<file path="config.mk">
export PLATFORM = sky130hd
export DESIGN_NAME = tag_stim_gen
export DESIGN_NICKNAME = d
export VERILOG_FILES = /design/src/rtl/tag_stim_pkg.sv /design/src/rtl/tag_stim_lfsr.sv /design/src/rtl/tag_stim_seq.sv /design/src/rtl/tag_stim_fmt.sv /design/src/rtl/tag_stim_gen.sv
export SDC_FILE = /design/constraint.sdc
export NUM_CORES = 1
export LEC_CHECK = 0
export BUFFER_PORTS_ARGS = -buffer_cell sky130_fd_sc_hd__buf_2
export CAP_MARGIN = 20
export CORE_UTILIZATION = 35
export DETAILED_ROUTE_END_ITERATION = 12
export MAX_ROUTING_LAYER = met4
export PLACE_DENSITY = 0.58
export SYNTH_ARGS = -nofsm -noshare
export SYNTH_HDL_FRONTEND = slang
export SYNTH_SLANG_ARGS = --single-unit
</file>
<file path="constraint.sdc">
create_clock -name clk -period 2.4 [get_ports clk]
set_input_delay 0.12 -clock clk [delete_from_list [all_inputs] [get_ports clk]]
set_output_delay 0.12 -clock clk [all_outputs]
set_load 0.05 [all_outputs]
</file>
<file path="src/rtl/tag_stim_pkg.sv">
package tag_stim_pkg;
  typedef enum logic [2:0] {
    PH_IDLE = 3'd0,
    PH_SEED = 3'd1,
    PH_AWR  = 3'd2,
    PH_ARD  = 3'd3,
    PH_DMAR = 3'd4,
    PH_RAND = 3'd5,
    PH_ABN  = 3'd6
  } phase_e;

  localparam logic [1:0] OP_IDLE  = 2'd0;
  localparam logic [1:0] OP_STORE = 2'd1;
  localparam logic [1:0] OP_LOAD  = 2'd2;

  localparam logic [2:0] CTL_ST = 3'b011;
  localparam logic [2:0] CTL_LD = 3'b101;
endpackage

</file>
<file path="src/rtl/tag_stim_lfsr.sv">
module tag_stim_lfsr (
  input  logic        clk,
  input  logic        rst_n,
  input  logic        load,
  input  logic [15:0] seed,
  input  logic        step,
  output logic [15:0] state
);
  logic fb;
  assign fb = state[15] ^ state[13] ^ state[12] ^ state[10];

  always_ff @(posedge clk) begin
    if (!rst_n)    state <= 16'h0001;
    else if (load) state <= (seed == 16'h0000) ? 16'h0001 : seed;
    else if (step) state <= {state[14:0], fb};
  end


  lfsr_nonzero_chk: assert property (@(posedge clk) disable iff (!rst_n)
    state != 16'h0000);
endmodule

</file>
<file path="src/rtl/tag_stim_seq.sv">
module tag_stim_seq
  import tag_stim_pkg::*;
#(
  parameter int NSETS    = 16,
  parameter int TAG_W    = 8,
  parameter int INIT_CNT = 4,
  parameter int RAND_CNT = 16,
  parameter int CNT_W    = 5,
  parameter int IDX_W    = 7
) (
  input  logic             clk,
  input  logic             rst_n,
  input  logic             start,
  input  logic             accept,
  output phase_e           phase,
  output logic [CNT_W-1:0] cnt,
  output logic [IDX_W-1:0] idx,
  output logic             done
);
  logic [CNT_W-1:0] last;

  always_comb begin
    case (phase)
      PH_SEED: last = CNT_W'(INIT_CNT - 1);
      PH_AWR:  last = CNT_W'(NSETS - 1);
      PH_ARD:  last = CNT_W'(NSETS - 1);
      PH_DMAR: last = CNT_W'(2 * TAG_W - 1);
      PH_RAND: last = CNT_W'(RAND_CNT - 1);
      default: last = CNT_W'(7);
    endcase
  end

  always_ff @(posedge clk) begin
    if (!rst_n) begin
      phase <= PH_IDLE;
      cnt   <= '0;
      idx   <= '0;
      done  <= 1'b0;
    end else begin
      done <= 1'b0;
      if (phase == PH_IDLE) begin
        if (start) begin
          phase <= PH_SEED;
          cnt   <= '0;
          idx   <= '0;
        end
      end else if (accept) begin
        idx <= idx + 1'b1;
        if (cnt == last) begin
          cnt <= '0;
          if (phase == PH_ABN) begin
            phase <= PH_IDLE;
            done  <= 1'b1;
          end else begin
            phase <= phase_e'(phase + 3'd1);
          end
        end else begin
          cnt <= cnt + 1'b1;
        end
      end
    end
  end


  done_single_chk: assert property (@(posedge clk) disable iff (!rst_n)
    done |=> !done);
endmodule

</file>
<file path="src/rtl/tag_stim_fmt.sv">
module tag_stim_fmt
  import tag_stim_pkg::*;
#(
  parameter int SET_W = 4,
  parameter int WAY_W = 3,
  parameter int TAG_W = 8,
  parameter int CNT_W = 5
) (
  input  phase_e           phase,
  input  logic [CNT_W-1:0] cnt,
  input  logic [15:0]      rnd,
  output logic [1:0]       op,
  output logic [SET_W-1:0] set,
  output logic [WAY_W-1:0] way,
  output logic [TAG_W-1:0] data,
  output logic [2:0]       ctl
);
  localparam int NSETS = 1 << SET_W;
  logic [TAG_W-1:0] walk;
  logic [2:0]       combo;

  assign walk  = (int'(cnt) < TAG_W) ? (TAG_W'(1) << cnt)
                                     : ~(TAG_W'(1) << (int'(cnt) - TAG_W));
  assign combo = 3'(cnt);

  always_comb begin
    op   = OP_IDLE;
    set  = '0;
    way  = '0;
    data = '0;
    ctl  = 3'b000;
    case (phase)
      PH_SEED: begin
        op = OP_STORE; ctl = CTL_ST;
        set = SET_W'(cnt); way = WAY_W'(cnt);
      end
      PH_AWR: begin
        op = OP_STORE; ctl = CTL_ST;
        set = SET_W'(cnt); data = TAG_W'(cnt);
      end
      PH_ARD: begin
        op = OP_LOAD; ctl = CTL_LD;
        set = SET_W'(NSETS - 1 - int'(cnt));
      end
      PH_DMAR: begin
        op = OP_STORE; ctl = CTL_ST; data = walk;
      end
      PH_RAND: begin
        op   = rnd[0] ? OP_STORE : OP_LOAD;
        ctl  = rnd[0] ? CTL_ST : CTL_LD;
        set  = rnd[SET_W:1];
        way  = rnd[SET_W+WAY_W:SET_W+1];
        data = rnd[15 -: TAG_W];
      end
      PH_ABN: begin
        ctl = combo;
        if (combo[1] && !combo[2])      op = OP_STORE;
        else if (combo[2] && !combo[1]) op = OP_LOAD;
      end
      default: ;
    endcase
  end
endmodule

</file>
<file path="src/rtl/tag_stim_gen.sv">
module tag_stim_gen
  import tag_stim_pkg::*;
#(
  parameter int SET_W    = 4,
  parameter int WAYS     = 8,
  parameter int TAG_W    = 8,
  parameter int INIT_CNT = 4,
  parameter int RAND_CNT = 16,
  localparam int WAY_W   = $clog2(WAYS),
  localparam int NSETS   = 1 << SET_W,
  localparam int TOTAL   = INIT_CNT + 2 * NSETS + 2 * TAG_W + RAND_CNT + 8,
  localparam int IDX_W   = $clog2(TOTAL + 1)
) (
  input  logic             clk,
  input  logic             rst_n,
  input  logic             start,
  input  logic [15:0]      seed,
  output logic             done,
  output logic             vec_valid,
  input  logic             vec_ready,
  output logic [1:0]       vec_op,
  output logic [SET_W-1:0] vec_set,
  output logic [WAY_W-1:0] vec_way,
  output logic [TAG_W-1:0] vec_data,
  output logic [2:0]       vec_ctl,
  output logic [2:0]       vec_phase,
  output logic [IDX_W-1:0] vec_idx
);
  localparam int M1     = (NSETS > 2 * TAG_W) ? NSETS : 2 * TAG_W;
  localparam int M2     = (M1 > RAND_CNT) ? M1 : RAND_CNT;
  localparam int M3     = (M2 > INIT_CNT) ? M2 : INIT_CNT;
  localparam int MAXLEN = (M3 > 8) ? M3 : 8;
  localparam int CNT_W  = $clog2(MAXLEN + 1);

  phase_e           phase;
  logic [CNT_W-1:0] cnt;
  logic [15:0]      rnd;
  logic             accept, launch;

  assign vec_valid = (phase != PH_IDLE);
  assign accept    = vec_valid && vec_ready;
  assign launch    = start && !vec_valid;
  assign vec_phase = phase;

  tag_stim_seq #(
    .NSETS(NSETS), .TAG_W(TAG_W), .INIT_CNT(INIT_CNT),
    .RAND_CNT(RAND_CNT), .CNT_W(CNT_W), .IDX_W(IDX_W)
  ) u_seq (
    .clk(clk), .rst_n(rst_n), .start(start), .accept(accept),
    .phase(phase), .cnt(cnt), .idx(vec_idx), .done(done)
  );

  tag_stim_lfsr u_lfsr (
    .clk(clk), .rst_n(rst_n), .load(launch), .seed(seed),
    .step(accept && phase == PH_RAND), .state(rnd)
  );

  tag_stim_fmt #(
    .SET_W(SET_W), .WAY_W(WAY_W), .TAG_W(TAG_W), .CNT_W(CNT_W)
  ) u_fmt (
    .phase(phase), .cnt(cnt), .rnd(rnd), .op(vec_op), .set(vec_set),
    .way(vec_way), .data(vec_data), .ctl(vec_ctl)
  );


  stall_hold_chk: assert property (@(posedge clk) disable iff (!rst_n)
    (vec_valid && !vec_ready) |=> (vec_valid && $stable(vec_op) &&
      $stable(vec_set) && $stable(vec_way) && $stable(vec_data) &&
      $stable(vec_ctl) && $stable(vec_phase) && $stable(vec_idx)));


  idx_step_chk: assert property (@(posedge clk) disable iff (!rst_n)
    ($past(accept) && vec_valid) |-> (vec_idx == $past(vec_idx) + 1'b1));


  done_quiet_chk: assert property (@(posedge clk) disable iff (!rst_n)
    done |-> !vec_valid);


  launch_chk: assert property (@(posedge clk) disable iff (!rst_n)
    launch |=> (vec_valid && vec_phase == 3'd1 && vec_idx == '0));
endmodule

</file>
==> results.json, run 1 <==
{
  "status": "completed",
  "dp_cells": 410,
  "critPathSlowestCell": "dfxtp_4",
  "path_clk_slew_ns": 0.07,
  "htreeDepth": 2,
  "ff2ff_setup_slack_ns": 0.46,
  "crit_path_end_kind": "output pin",
  "row_count": 28,
  "nNetsFinal": 366,
  "p_int_mw": 0.863,
  "antenna_found_initial": 0,
  "die_w_um": 81.7,
  "syn-num-nets": 322,
  "design_power_total_mw": 1.22,
  "drc": 0,
  "p_sw_mw": 0.361,
  "postSynthAreaPerCell_sq_um": 7.47,
  "p_clk_share_pct": 35.5,
  "grt_max_degree": 29,
  "clock_path_buffers": 2,
  "drv_slew": 0,
  "die_y_um": 81.7,
  "setup.worst_path.start_class": "register",
  "initial_core_util_pct": 36.9,
  "powerDensity_mw_per_mm2": 444,
  "cts_buffers": 5,
  "synth_xor_area_share_pct": 3.15,
  "ir_worst_vdd_uv": 331,
  "path_class": "reg -> out",
  "crit_required_ns": 2.28,
  "period_needed_ns": 2.25,
  "synthToLayoutAreaGrowth_pct": 23.7,
  "layout-drive-gt1-share_pct": 25.9,
  "post-place-ws_ns": 0.407,
  "syn_inst": 298,
  "p_leak_nw": 1.12,
  "combPwrFrac_pct": 16.5,
  "gp_congestion": 0.818,
  "critPathMaxStageDelay_ns": 0.61,
  "min_from": "seed[7]",
  "ys_seq_elements": 32,
  "yosys.area_share.simple_pct": 27.6,
  "path_cells": "and2_1, ha_1, a211oi_1, a2111oi_4, buf_2",
  "io_buffers": 51,
  "final_common_cell": "buf_2",
  "setup_viol": 0,
  "ant_nets": 0,
  "num_io_pins": 52,
  "skew_ns": 0.00877,
  "r2r-end": "u_seq.phase[0]",
  "overflow": 0,
  "cts.sinks": 32,
  "grt_usage_pct": 22.1,
  "seqPwrFrac_pct": 48.0,
  "final_cells": 418,
  "rsz0062_at_grt": "no",
  "wl_um": 6760,
  "r2r_cells": 5,
  "topRoutingLayerUsed": "met4",
  "dr_wl_met3_um": 297,
  "async_flop_share_pct": 0,
  "synth-edff-count": 0,
  "synth_mux_area_share_pct": 3.71,
  "hp-class": "in -> reg",
  "arrival_ns": 2.13,
  "cp_top_family": "flip-flops",
  "synth_cell_type_count": 54,
  "netlist_area_sq_mm": 0.00223,
  "final_cell_mix": "buf_2 (51), nor2_1 (47), dfxtp_1 (28)",
  "tightest_slew_ns": 0.614,
  "grt_pass1_wl_um": 11100,
  "routedLengthMet1_um": 3380,
  "wire_per_inst_um": 16.2,
  "place.detailed.hpwl_um": 4970,
  "ys_seq_area_share_pct": 28.8,
  "vias": 2382,
  "clk_latency_ns": 0.28,
  "wl_met2_um": 3040,
  "synth_fa_ha_area_share_pct": 2.25,
  "relSlewSlack_pct": 58.7,
  "diodes": 0,
  "synth-warning-count": 0,
  "cts_tree": "yes",
  "viasPerCell": 5.70,
  "p_sw_share_pct": 29.5,
  "die_area_sq_mm": 0.00668,
  "firstDrtPassIters": 4,
  "whs_path_depth": 3,
  "drv_cap": 0,
  "synth_compound_area_share_pct": 27.8,
  "hold_violations": 0,
  "grt_pass1_vias": 2237,
  "layout_setup_ws_ns": 0.154,
  "crit_fanout": 28,
  "core_area_sq_mm": 0.00603,
  "drt_iter0_drc": 130,
  "path_buf_inv": 1,
  "post_cts_buffers": 0,
  "synth_top_family_by_area": "compound AO/OA/AOI/OAI gates",
  "period_share_pct": 93.6,
  "clock-root-buffer": "clkbuf_8",
  "fmax_ghz": 0.445,
  "timing.rr.start": "u_seq.cnt[1]",
  "hold_end": "u_lfsr.state[7]",
  "synth_top_flop_cell": "dfxtp_1"
}
repair_timing:
item / CTS / global route
setup endpoints to repair: 0 / 1
gates resized for setup: 0 / 3
hold buffers: 0 / 0
layer usage:
| metal | global-route usage, % | vias to the layer above |
|---|---|---|
| li1 | - | 1192 |
| met1 | 30.1 | 1126 |
| met2 | 34.0 | 60 |
| met3 | 3.22 | 4 |
| met4 | 5.61 | 0 |
| met5 | - | - |
per-stage QoR:
stage | hold slack [ns] | area [sq um] | utilization [%] | setup TNS [ns]
floorplan | 0.324 | 2340 | - | -0.668
CTS | 0.148 | 2750 | 45.6 | 0
finish | 0.154 | 2750 | 45.7 | 0
global route | 0.168 | 2750 | 45.7 | 0
detailed placement | 0.441 | 2660 | 44.1 | 0
global placement | 0.434 | 2660 | 44.1 | 0
sequential cells by signal, indices dropped and copies added (netlist names):
name and cells:
u_lfsr.state 16, u_seq.done 1, u_seq.phase 3, u_seq.idx 7
u_seq.cnt 5
kinds of logic (layout without fill, tap and decap cells):
group | Yosys count | after routing
AND/OR/NAND/NOR | 122 | 122
XOR/XNOR | 8 | 8
adder cells (fa/ha/maj) | 4 | 4
flip-flops | 32 | 32
buffers and inverters | 34 | 79
multiplexers | 8 | 8
AO/OA/AOI/OAI | 90 | 90
worst min-delay path, cell delays in order:
cell	delay, ns
buf_2	0.09
o221ai_1	0.09
nor2_1	0.10
area by class of cell:
type	count	area [sq um]
flip-flops and latches	32	648
clock buffers	8	90.1
multi-input cells	232	1540
repair buffers	64	353
inverters	7	26.3
well taps	75	93.8
fillers	640	3270
power groups by stage:
stage / Clock, mW / Combinational (mW) / Sequential (mW)
after floorplan: 0 / 0.139 / 0.594
after global placement: 0 / 0.201 / 0.599
after detailed placement: 0 / 0.202 / 0.599
after CTS: 0.450 / 0.203 / 0.587
after global routing: 0.477 / 0.221 / 0.591
final: 0.434 / 0.202 / 0.588
how the worst max path moves through the flow:
stage	cells after the start	endpoint	start	slack (ns)
final	5	vec_set[0]	u_seq.phase[1]	0.15
after global routing	5	vec_set[0]	u_seq.phase[1]	0.06
after CTS	5	vec_data[4]	u_seq.cnt[2]	0.09
after detailed placement	5	vec_data[4]	u_seq.cnt[2]	0.41
after global placement	5	vec_data[4]	u_seq.cnt[2]	0.44
after floorplan	4	vec_data[0]	u_seq.phase[0]	-0.17
cells in the mapped netlist, types with 5 or more instances:
library cell,number,area (sq um)
a211oi_1,8,60.1
a21oi_1,19,95.1
a31oi_1,6,37.5
buf_2,12,60.1
clkbuf_1,14,52.6
dfxtp_1,32,641
inv_1,7,26.3
mux2i_1,6,60.1
nand2_1,25,93.8
nand3_1,5,25.0
nor2_1,47,176
nor3_1,8,40.0
o21ai_0,17,85.1
o221ai_1,12,105
xnor2_1,7,61.3
No activity file was read; power rests on OpenSTA's default activity.
==> run 2, diff against run 1 <==
- PLACE_DENSITY: 0.58 -> 0.6
- clock period: 2.4 -> 2 ns (I/O delays scaled with it)
==> results.json, run 2 (synthesis results as in run 1) <==
{
  "p_clk_share_pct": 34.9,
  "crit_path_end_kind": "output pin",
  "htreeDepth": 2,
  "design_power_total_mw": 1.48,
  "path_cells": "or3b_4, or3_4, a221oi_4, a221o_2, buf_8",
  "timing.rr.start": "u_seq.phase[0]",
  "row_count": 28,
  "cts.sinks": 32,
  "p_int_mw": 1.04,
  "die_y_um": 81.7,
  "r2r_cells": 6,
  "initial_core_util_pct": 36.9,
  "die_area_sq_mm": 0.00668,
  "viasPerCell": 5.74,
  "p_sw_mw": 0.433,
  "rsz0062_at_grt": "yes",
  "seqPwrFrac_pct": 47.5,
  "crit_fanout": 8,
  "endpoint": "vec_data[4]",
  "num_io_pins": 52,
  "grt_pass1_vias": 2099,
  "status": "finished, violations left",
  "top_register": "u_lfsr.state",
  "clock_path_buffers": 2,
  "grt_max_degree": 25,
  "vias": 2480,
  "critPathSlowestCell": "or3b_4",
  "diodes": 0,
  "r2r-end": "u_lfsr.state[0]",
  "final_cell_mix": "nor2_1 (46), buf_2 (40), buf_4 (28)",
  "drt_iter0_drc": 234,
  "antenna_found_initial": 0,
  "reg.largest.list": "u_lfsr.state x16, u_seq.idx x7, u_seq.cnt x5",
  "grt_pass1_wl_um": 10800,
  "drv_slew": 0,
  "drc": 0,
  "dpl_cell_area_sq_mm": 0.00274,
  "place.detailed.hpwl_um": 4990,
  "wl_um": 7180,
  "core_area_sq_mm": 0.00603,
  "p_sw_share_pct": 29.3,
  "synthToLayoutAreaGrowth_pct": 36.5,
  "critPathMaxStageDelay_ns": 0.40,
  "skew_ns": 0.00603,
  "dp_cells": 414,
  "crit_required_ns": 1.90,
  "ir_worst_vdd_uv": 365,
  "firstDrtPassIters": 5,
  "fmax_ghz": 0.481,
  "path_class": "reg -> out",
  "gp_congestion": 0.845,
  "tightest_slew_ns": 0.455,
  "stdcell_area_sq_mm": 0.00304,
  "layout_setup_ws_ns": -0.0805,
  "ff2ff_setup_slack_ns": 0.17,
  "die_w_um": 81.7,
  "combPwrFrac_pct": 17.6,
  "nNetsFinal": 380,
  "relSlewSlack_pct": 69.7,
  "drv_cap": 0,
  "p_leak_nw": 1.22,
  "path_clk_slew_ns": 0.07,
  "cts_buffers": 5,
  "setup.worst_path.start_class": "register",
  "arrival_ns": 1.98,
  "ant_nets": 0,
  "violations": "setup timing",
  "startpoint": "u_seq.cnt[4]",
  "clock-root-buffer": "clkbuf_8",
  "holdWs_ns": 0.129,
  "wire_per_inst_um": 16.6,
  "overflow": 0,
  "final_cells": 432,
  "hp-class": "in -> reg",
  "hold_violations": 0,
  "largest_reg_flops": 16,
  "period_needed_ns": 2.08,
  "final_common_cell": "nor2_1",
  "tns_ns": -0.0805,
  "layout-drive-gt1-share_pct": 35.3,
  "clk_latency_ns": 0.28,
  "fin_util_pct": 50.4,
  "cts_tree": "yes",
  "setup_viol": 1,
  "post-place-ws_ns": 0.0789,
  "period_share_pct": 104,
  "io_buffers": 51,
  "grt_usage_pct": 22.0,
  "powerDensity_mw_per_mm2": 486
}
## run 2: changes by cell type in the layout (fill, tap and decap cells not counted), moves of 3 or more
cell	previous run	this run
buf_2	51	40
buf_4	13	28
buf_6	0	4
clkbuf_4	0	4
dfxtp_1	28	24
dfxtp_4	1	7
o21ai_1	6	3
o21ai_2	0	4
## run 2: area by class of cell
type | count | area (sq um)
fill | 607 | 2990
inverter | 7 | 30.0
tap | 75 | 93.8
multi-input combinational | 232 | 1640
timing repair buffer | 78 | 520
sequential | 32 | 668
clock buffer | 8 | 90.1
## run 2: how the worst min path moves through the flow
stage / startpoint / to / slack [ns] / cells after the start
floorplan: seed[10] / u_lfsr.state[10] / 0.30 / 2
global placement: seed[1] / u_lfsr.state[1] / 0.41 / 3
detailed placement: seed[15] / u_lfsr.state[15] / 0.42 / 3
CTS: seed[15] / u_lfsr.state[15] / 0.13 / 3
global route: seed[15] / u_lfsr.state[15] / 0.13 / 3
finish: seed[1] / u_lfsr.state[1] / 0.13 / 3
## run 2: layer usage
metal,track usage [%],vias up,wire (um)
li1,-,1226,-
met1,30.7,1171,3420
met2,33.8,78,3400
met3,2.78,5,325
met4,4.39,0,36
met5,-,-,0
## run 2: what timing repair did
item,CTS,global route
gates resized for setup,18,24
hold buffers,0,0
setup buffers,0,10
endpoints found under the setup margin,14,14
pin swaps,0,6
hold endpoints to repair,0,0
## run 2: power groups by stage
stage / clock network [mW] / logic, mW / registers (mW)
after global routing: 0.556 / 0.285 / 0.705
final: 0.515 / 0.260 / 0.702
after CTS: 0.525 / 0.245 / 0.708
after floorplan: 0 / 0.168 / 0.713
after global placement: 0 / 0.242 / 0.723
after detailed placement: 0 / 0.244 / 0.724
## run 2: critical path, delay by kind of cell, from the launching register on
family	cells	cell delay (ns)
simple gates	2	0.75
compound gates	2	0.44
buf+inv	1	0.14
flops	1	0.37
==> run 3, diff against run 2 <==
- ABC_AREA: not set -> 1
==> results.json, run 3 <==
{
  "synth_top_flop_cell": "dfxtp_1",
  "synth-edff-count": 0,
  "status": "completed",
  "setup_viol": 0,
  "ys_seq_elements": 32,
  "crit_fanout": 7,
  "diodes": 0,
  "grt_max_degree": 26,
  "cts.sinks": 32,
  "p_leak_nw": 1.26,
  "synth_common_cells": "nand2_1 (73), inv_1 (47), o21ai_0 (39)",
  "fmax_ghz": 0.532,
  "wire_per_inst_um": 13.3,
  "period_needed_ns": 1.88,
  "clock-root-buffer": "clkbuf_8",
  "period_share_pct": 93.9,
  "hold_violations": 0,
  "cts_buffers": 5,
  "initial_core_util_pct": 36.7,
  "htreeDepth": 2,
  "synth_cell_type_count": 41,
  "crit_path_end_kind": "output pin",
  "powerDensity_mw_per_mm2": 923,
  "relSlewSlack_pct": 71.0,
  "arrival_ns": 1.78,
  "drc": 0,
  "cts_tree": "yes",
  "post-place-ws_ns": 0.258,
  "antenna_found_initial": 0,
  "synth-warning-count": 0,
  "vias": 2436,
  "synth_compound_area_share_pct": 23.9,
  "overflow": 0,
  "core_area_sq_mm": 0.00599,
  "synth_xor_area_share_pct": 1.99,
  "clock_path_buffers": 2,
  "skew_ns": 0.00512,
  "clk_latency_ns": 0.28,
  "ff2ff_setup_slack_ns": 0.36,
  "tns_ns": 0,
  "hp-class": "in -> reg",
  "async_flop_share_pct": 0,
  "gp_congestion": 0.832,
  "drv_cap": 0,
  "r2r-end": "u_lfsr.state[8]",
  "r2r_cells": 8,
  "final_cell_mix": "nand2_1 (72), buf_2 (47), inv_1 (45)",
  "whs_path_depth": 3,
  "netlist_area_sq_mm": 0.00220,
  "tightest_slew_ns": 0.435,
  "place.detailed.hpwl_um": 4830,
  "firstDrtPassIters": 5,
  "stdcell_area_sq_mm": 0.00271,
  "dpl_cell_area_sq_mm": 0.00258,
  "yosysTopAreaCell": "dfxtp_1",
  "nNetsFinal": 426,
  "syn_inst": 349,
  "path_clk_slew_ns": 0.06,
  "path_class": "reg -> out",
  "row_count": 28,
  "die_w_um": 81.3,
  "holdWs_ns": 0.112,
  "setup.worst_path.start_class": "register",
  "design_power_total_mw": 2.50,
  "viasPerCell": 5.10,
  "crit_required_ns": 1.90,
  "synth_fa_ha_area_share_pct": 2.28,
  "final_common_cell": "nand2_1",
  "ys_seq_area_share_pct": 29.1,
  "drt_iter0_drc": 231,
  "post_cts_buffers": 0,
  "synth.most_common_cell": "nand2_1",
  "postSynthAreaPerCell_sq_um": 6.30,
  "n_fill_cell": 647,
  "drv_slew": 0,
  "io_buffers": 51,
  "synthToLayoutAreaGrowth_pct": 23.0,
  "netlist.area_leader.share_pct": 29.1,
  "synth_top_family_by_area": "simple AND/OR/NAND/NOR gates",
  "endpoint": "vec_set[1]",
  "die_area_sq_mm": 0.00661,
  "grt_pass1_wl_um": 10600,
  "grt_usage_pct": 21.4,
  "top_register": "u_lfsr.state",
  "num_io_pins": 52,
  "grt_pass1_vias": 2187,
  "layout_setup_ws_ns": 0.122,
  "largest_reg_flops": 16,
  "reg.largest.list": "u_lfsr.state x16, u_seq.idx x7, u_seq.cnt x5",
  "synth_mux_area_share_pct": 0,
  "syn-num-nets": 373,
  "wl_um": 6350,
  "synthTopCellsByArea": "dfxtp_1 (29%), nand2_1 (12%), o21ai_0 (8.9%)",
  "ant_nets": 0,
  "ir_worst_vdd_uv": 525,
  "timing.rr.start": "u_seq.phase[0]",
  "die_y_um": 81.3,
  "startpoint": "u_seq.phase[2]",
  "yosys.area_share.simple_pct": 30.3,
  "layout-drive-gt1-share_pct": 24.1
}
[run 3: layout make-up]
class                           instances  area [sq um]  share of cell area (%)
Clock buffer                            6          82.6                    3.05
Clock inverter                          2          10.0                   0.370
Inverter                               52           198                    7.30
Multi-Input combinational cell        252          1350                    49.9
Sequential cell                        32           647                    23.9
Tap cell                               75          93.8                    3.47
Timing Repair Buffer                   59           325                    12.0
[run 3: cell families (layout without fill, tap and decap cells)]
family / count (synthesis) / count (layout)
XOR/XNOR: 5 / 5
flip-flops: 32 / 32
AND/OR/NAND/NOR: 149 / 149
adder cells (fa/ha/maj): 4 / 4
buffers and inverters: 65 / 119
AO/OA/AOI/OAI: 94 / 94
[run 3: worst min-delay path by stage]
stage,start,end,slack (ns)
global placement,seed[1],u_lfsr.state[1],0.41
floorplan,rst_n,u_lfsr.state[10],0.25
CTS,seed[1],u_lfsr.state[1],0.11
detailed placement,seed[1],u_lfsr.state[1],0.42
finish,seed[1],u_lfsr.state[1],0.11
global route,seed[1],u_lfsr.state[1],0.13
[run 3: where the power goes]
group,switching [mW],internal [mW],leakage (nW)
sequential,0.110,0.737,0.264
combinational,0.809,0.325,0.949
clock,0.242,0.274,0.0510
total,1.16,1.34,1.26
[run 3: stage by stage]
stage | utilization [%] | std cells
after floorplan | - | 349
after global placement | 43.0 | 470
after detailed placement | 43.0 | 470
after CTS | 44.6 | 478
after global routing | 45.2 | 478
final | 45.2 | 478
[run 3: routing by layer]
layer  vias up  global-route usage [%]  wire [um]
met4         0                    4.64         57
met3         5                    3.60        334
met2        70                    32.8       2850
met5         -                       -          0
li1       1265                       -          -
met1      1096                    29.3       3110
[run 3: critical path: stages (launching register included)]
cell and delay, ns:
dfxtp_2 0.37, inv_2 0.11, ha_1 0.25, inv_1 0.17, nor2_1 0.07, a221oi_1 0.21, nor2_1 0.09, buf_2 0.22
[run 3: repair_timing]
action	4_1_cts	5_1_grt
pin swaps	0	0
gates resized for setup	2	12
hold buffers	0	0
endpoints found under the setup margin	5	10
